### src/rtl/sa_pkg.sv
package sa_pkg;

   typedef enum logic [1:0] {
      SA_HOLD  = 2'd0,
      SA_LOAD  = 2'd1,
      SA_SHIFT = 2'd2,
      SA_CLEAR = 2'd3
   } sa_op_e;

   function automatic logic fa_sum(input logic a, input logic b, input logic c);
      return a ^ b ^ c;
   endfunction

   function automatic logic fa_carry(input logic a, input logic b, input logic c);
      return (a & b) | (a & c) | (b & c);
   endfunction

endpackage

### src/rtl/sa_shreg.sv
module sa_shreg
   import sa_pkg::*;
#(
   parameter int WIDTH = 8
) (
   input  logic             clk_i,
   input  sa_op_e           op_i,
   input  logic [WIDTH-1:0] par_i,
   input  logic             ser_i,
   output logic [WIDTH-1:0] q_o
);

   logic [WIDTH-1:0] q;

   for (genvar i = 0; i < WIDTH; i++) begin : g_stage
      logic from_left;
      if (i == WIDTH-1) begin : g_top
         assign from_left = ser_i;
      end else begin : g_mid
         assign from_left = q[i+1];
      end

      always_ff @(posedge clk_i) begin
         unique case (op_i)
            SA_CLEAR: q[i] <= 1'b0;
            SA_LOAD:  q[i] <= par_i[i];
            SA_SHIFT: q[i] <= from_left;
            default:  q[i] <= q[i];
         endcase
      end
   end

   assign q_o = q;

endmodule

### src/rtl/sa_fa_slice.sv
module sa_fa_slice
   import sa_pkg::*;
(
   input  logic   clk_i,
   input  sa_op_e op_i,
   input  logic   start_acc_i,
   input  logic   a_i,
   input  logic   b_i,
   output logic   sum_o,
   output logic   carry_o
);

   logic carry_q;

   assign sum_o = fa_sum(a_i, b_i, carry_q);

   always_ff @(posedge clk_i) begin
      if (op_i == SA_CLEAR || op_i == SA_LOAD || start_acc_i)
         carry_q <= 1'b0;
      else if (op_i == SA_SHIFT)
         carry_q <= fa_carry(a_i, b_i, carry_q);
   end

   assign carry_o = carry_q;

endmodule

### src/rtl/sa_ctrl.sv
module sa_ctrl
   import sa_pkg::*;
#(
   parameter int WIDTH = 8
) (
   input  logic   clk_i,
   input  logic   clr_i,
   input  logic   load_i,
   input  logic   start_i,
   output sa_op_e op_o,
   output logic   start_acc_o,
   output logic   busy_o,
   output logic   done_o
);

   localparam int CW = (WIDTH > 2) ? $clog2(WIDTH) : 1;
   localparam logic [CW-1:0] LAST = CW'(WIDTH-1);

   logic [CW-1:0] cnt;
   logic          busy_q;
   logic          done_q;
   logic          last;

   assign last        = busy_q && (cnt == LAST);
   assign start_acc_o = !clr_i && !busy_q && start_i;

   always_ff @(posedge clk_i) begin
      if (clr_i) begin
         cnt    <= '0;
         busy_q <= 1'b0;
         done_q <= 1'b0;
      end else begin
         done_q <= 1'b0;
         if (busy_q) begin
            if (last) begin
               cnt    <= '0;
               busy_q <= 1'b0;
               done_q <= 1'b1;
            end else begin
               cnt <= cnt + 1'b1;
            end
         end else if (start_i) begin
            cnt    <= '0;
            busy_q <= 1'b1;
         end
      end
   end

   always_comb begin
      if (clr_i)       op_o = SA_CLEAR;
      else if (busy_q) op_o = SA_SHIFT;
      else if (load_i) op_o = SA_LOAD;
      else             op_o = SA_HOLD;
   end

   assign busy_o = busy_q;
   assign done_o = done_q;

   // completion is a single-cycle pulse
   a_r3_done_single: assert property (@(posedge clk_i) disable iff (clr_i)
      done_q |=> !done_q);

   // completion only follows a shifting cycle
   a_r3_done_after_busy: assert property (@(posedge clk_i) disable iff (clr_i)
      $rose(done_q) |-> !busy_q && $past(busy_q));

   // counter never leaves its range
   a_r3_cnt_range: assert property (@(posedge clk_i) disable iff (clr_i)
      busy_q |-> cnt <= LAST);

   // a running add is not cut short or restarted
   a_r7_no_restart: assert property (@(posedge clk_i) disable iff (clr_i)
      (busy_q && !last) |=> busy_q && cnt == $past(cnt) + 1'b1);

endmodule

### src/rtl/ser_acc_add.sv
module ser_acc_add
   import sa_pkg::*;
#(
   parameter int WIDTH = 8
) (
   input  logic             clk_i,
   input  logic             clr_i,
   input  logic             load_i,
   input  logic [WIDTH-1:0] aug_i,
   input  logic [WIDTH-1:0] add_i,
   input  logic             start_i,
   input  logic             sin_i,
   output logic [WIDTH-1:0] sum_o,
   output logic             cout_o,
   output logic             busy_o,
   output logic             done_o
);

   initial begin
      assert (WIDTH >= 2) else $error("ser_acc_add: WIDTH must be at least 2");
   end

   sa_op_e           op;
   logic             start_acc;
   logic [WIDTH-1:0] a_q;
   logic [WIDTH-1:0] b_q;
   logic             sum_bit;
   logic             carry_q;

   sa_ctrl #(.WIDTH(WIDTH)) u_ctrl (
      .clk_i       (clk_i),
      .clr_i       (clr_i),
      .load_i      (load_i),
      .start_i     (start_i),
      .op_o        (op),
      .start_acc_o (start_acc),
      .busy_o      (busy_o),
      .done_o      (done_o)
   );

   sa_shreg #(.WIDTH(WIDTH)) u_areg (
      .clk_i (clk_i),
      .op_i  (op),
      .par_i (aug_i),
      .ser_i (sum_bit),
      .q_o   (a_q)
   );

   sa_shreg #(.WIDTH(WIDTH)) u_breg (
      .clk_i (clk_i),
      .op_i  (op),
      .par_i (add_i),
      .ser_i (sin_i),
      .q_o   (b_q)
   );

   sa_fa_slice u_slice (
      .clk_i       (clk_i),
      .op_i        (op),
      .start_acc_i (start_acc),
      .a_i         (a_q[0]),
      .b_i         (b_q[0]),
      .sum_o       (sum_bit),
      .carry_o     (carry_q)
   );

   assign sum_o  = a_q;
   assign cout_o = carry_q;

   // clear empties every register
   a_r1_clear: assert property (@(posedge clk_i)
      clr_i |=> sum_o == '0 && !cout_o && !busy_o && !done_o);

   // idle load takes the augend and zeroes the carry
   a_r2_load: assert property (@(posedge clk_i) disable iff (clr_i)
      (load_i && !busy_o) |=> sum_o == $past(aug_i) && !cout_o);

   // idle with no command keeps A and the carry
   a_r8_idle_hold: assert property (@(posedge clk_i) disable iff (clr_i)
      (!busy_o && !load_i && !start_i) |=> $stable(sum_o) && $stable(cout_o));

   // accepted start zeroes the carry
   a_r11_start_clears: assert property (@(posedge clk_i) disable iff (clr_i)
      (start_i && !busy_o) |=> busy_o && !cout_o);

endmodule

### config.mk
export PLATFORM = sky130hd
export DESIGN_NAME = ser_acc_add
export DESIGN_NICKNAME = d
export VERILOG_FILES = /design/src/rtl/sa_pkg.sv /design/src/rtl/sa_shreg.sv /design/src/rtl/sa_fa_slice.sv /design/src/rtl/sa_ctrl.sv /design/src/rtl/ser_acc_add.sv
export SDC_FILE = /design/constraint.sdc
export NUM_CORES = 1
export LEC_CHECK = 0
export CAP_MARGIN = 20
export CORE_UTILIZATION = 30
export DETAILED_ROUTE_END_ITERATION = 8
export DONT_BUFFER_PORTS = 1
export PLACE_DENSITY = 0.54
export SLEW_MARGIN = 20
export SYNTH_ARGS = -nofsm -noshare
export SYNTH_HDL_FRONTEND = slang
export SYNTH_SLANG_ARGS = --single-unit
### constraint.sdc
create_clock -name clk_i -period 1.7 [get_ports clk_i]
set_input_delay 0.34 -clock clk_i [delete_from_list [all_inputs] [get_ports clk_i]]
set_output_delay 0.34 -clock clk_i [all_outputs]
set_load 0.01 [all_outputs]
==> flow_metrics.tcl <==
set metrics [dict create \
    crit_required_ps 1730 \
    finalSetupViolCount 0 \
    ys_types 25 \
    netlist_instances 101 \
    cts_num_sinks 22 \
    dr_total_vias 679 \
    worst_pin_slew_ps 321 \
    diodes 0 \
    drtIter0Drc 16 \
    cts_tree "yes" \
    fp.dieH_um 63.1 \
    hold_depth 1 \
    coreArea_mm2 0.00344 \
    io_buffers 0 \
    cts_resized 0 \
    nNetsFinal 123 \
    path_clk_slew_ps 90 \
    p_int_mw 0.986 \
    power_frac_clock 0.391 \
    switching_share 0.225 \
    die_w_um 63.1 \
    firstDrtPassIters 4 \
    areaGrowthSynthToFinish_pct 7.37 \
    slew_viol_final 0 \
    status "complete, no violations" \
    p_per_area_mw_per_mm2 1060 \
    avgSynthCellArea_um2 11.1 \
    fin_util 0.349 \
    synth_nets 128 \
    start_util 0.325 \
    via_per_inst 4.82 \
    wl_per_cell_um 14.7 \
    cp_data_arrival_time_ps 1510 \
    fin_crit_sh 0.869 \
    clkLatencyLatePin_ps 270 \
    drive_gt1_frac 0.168 \
    power_switching_mw 0.286 \
    gp_congestion 0.785 \
    routed_wl_um 2070 \
    ir_drop_v 0.000387 \
    fin_skew_ps 5.80 \
    synthTopCellsByArea "edfxtp_1 (43%), dfxtp_1 (11%), a22oi_1 (10%)" \
    num_rows 21 \
    dieArea_mm2 0.00398 \
    numCtsBuffers 3 \
    antenna_found_initial 0 \
    ff2ff_path_depth 6 \
    path_class "reg2reg" \
    clock_path_buffers 2 \
    grt_pass1_wl_um 3410 \
    hold_viol_final 0 \
    overflow 0 \
    seq_area_frac_synth 0.536 \
    yosys_warnings 0 \
    holdBufCountCts 0 \
    crit_path_start_kind "flip-flop" \
    min_period_ps 1480 \
    max-slew-margin-rel 0.786 \
    min_path_type "in2reg" \
    pwr-share-comb 0.101 \
    ys_ff_latch 22 \
    place_hpwl_um 1440 \
    synthDominantCellAreaShare 0.429 \
    h-tree-depth 1 \
    post_cts.repair.setup_buffers 0 \
    multi_input_area_um2 378 \
    cap_viol_max_count 0 \
    path_max_fanout 16 \
    synthesis.area_mm2 0.00112 \
    synth_largest_area_cell "edfxtp_1" \
    fill_cells 342 \
    io_pins 32 \
    finalSetupTns_ps 0 \
    grt_pass1_vias 708 \
    rsz0062_at_grt "no" \
    seq_area_um2 601 \
    leakage_nw 0.441 \
    ant_nets 0 \
    grt_use_total 0.114 \
    setup.worst_path.end_class "flip-flop" \
    root_buffer "clkbuf_8" \
    drc 0 \
    grt_max_degree 19 \
    power_frac_seq 0.508 \
    fmax_ghz 0.677 \
]
[area by class of cell]
type | count | area share
Timing Repair Buffer | 5 | 0.0520
Multi-Input combinational cell | 56 | 0.314
Sequential cell | 22 | 0.499
Clock inverter | 1 | 0.0250
Inverter | 8 | 0.0271
Tap cell | 46 | 0.0479
Clock buffer | 3 | 0.0343
[power by group through the flow]
stage	registers (mW)	clock network, mW	logic (mW)
final	0.646	0.497	0.128
after global routing	0.651	0.531	0.147
after CTS	0.646	0.508	0.129
after detailed placement	0.659	0	0.127
after global placement	0.658	0	0.125
after floorplan	0.643	0	0.132
[cells in the mapped netlist]
library cell and instances:
o21ai_1 1, a32oi_1 1, buf_6 2, fa_1 1
buf_4 10, dfxtp_1 6, inv_2 1, nor2_2 2
ha_1 5, clkbuf_1 1, nor3_1 1, inv_4 1
inv_1 6, nor2_1 18, a21oi_1 3, nand2_1 3
nand3_1 1, a21oi_4 1, nand2b_1 1, a211oi_1 1
nor3b_1 1, a22oi_1 15, a211oi_2 1, buf_2 2
edfxtp_1 16
[logic make-up (layout without fill, tap and decap cells)]
logic type	Yosys count	after routing	share of synthesized area
DFF	22	22	0.536
adders and majority gates	6	6	0.0737
AOI/OAI and AO/OA	23	23	0.159
buffers and inverters	23	17	0.128
and+or+nand+nor	27	27	0.103
[sequential cells by signal, indices dropped and copies added (netlist names)]
signal                    flops
u_breg.q_o                    1
u_slice.carry_o               1
u_areg.g_stage.from_left      7
u_ctrl.done_o                 1
u_ctrl.cnt                    3
u_ctrl.busy_o                 1
u_areg.q_o                    1
u_breg.g_stage.from_left      7
[path summary, 6_finish.rpt]
kind	start	to	slack [ps]
worst min register to register	u_ctrl.cnt[1]	u_ctrl.cnt[1]	470
worst max register to register	u_ctrl.busy_o	u_breg.q_o[0]	220
worst min-delay path	clr_i	u_ctrl.cnt[1]	140
worst max-delay path	u_ctrl.busy_o	u_breg.q_o[0]	220
[stage by stage]
step / total power, mW / setup slack (ps) / hold WS, ps / cell area [um^2] / cells
2_1_floorplan: 0.774 / 23.3 / 409 / 1120 / 101
3_3_place_gp: 0.782 / 113 / 412 / 1130 / 137
3_5_place_dp: 0.786 / 79.2 / 419 / 1130 / 137
4_1_cts: 1.28 / 68.9 / 130 / 1200 / 141
5_1_grt: 1.33 / 82.8 / 126 / 1200 / 141
6_report: 1.27 / 222 / 135 / 1200 / 141
[critical path: stages, from the launching register on]
cell     delay, ps
dfxtp_1        410
inv_4           50
a21oi_4        150
inv_2           60
ha_2           280
a22oi_1        220
nor2_1          60
[layer usage]
layer | vias to the layer above | global-route usage | part of all wire
met1 | 321 | 0.144 | 0.45
met2 | 22 | 0.159 | 0.43
li1 | 332 | - | -
met5 | - | 0 | 0
met4 | 0 | 0.0610 | 0.018
met3 | 4 | 0.0543 | 0.093
[placed cells by master (no fill, tap or decap), types with 2 or more instances in the layout]
cell type / n
ha_1: 4
inv_1: 6
nor2_1: 18
edfxtp_1: 16
clkbuf_8: 3
nor2_2: 2
nand2_1: 3
dfxtp_1: 6
buf_12: 2
buf_4: 3
a21oi_1: 3
a22oi_1: 15
Note: power is estimated with default switching activity, not from simulation.
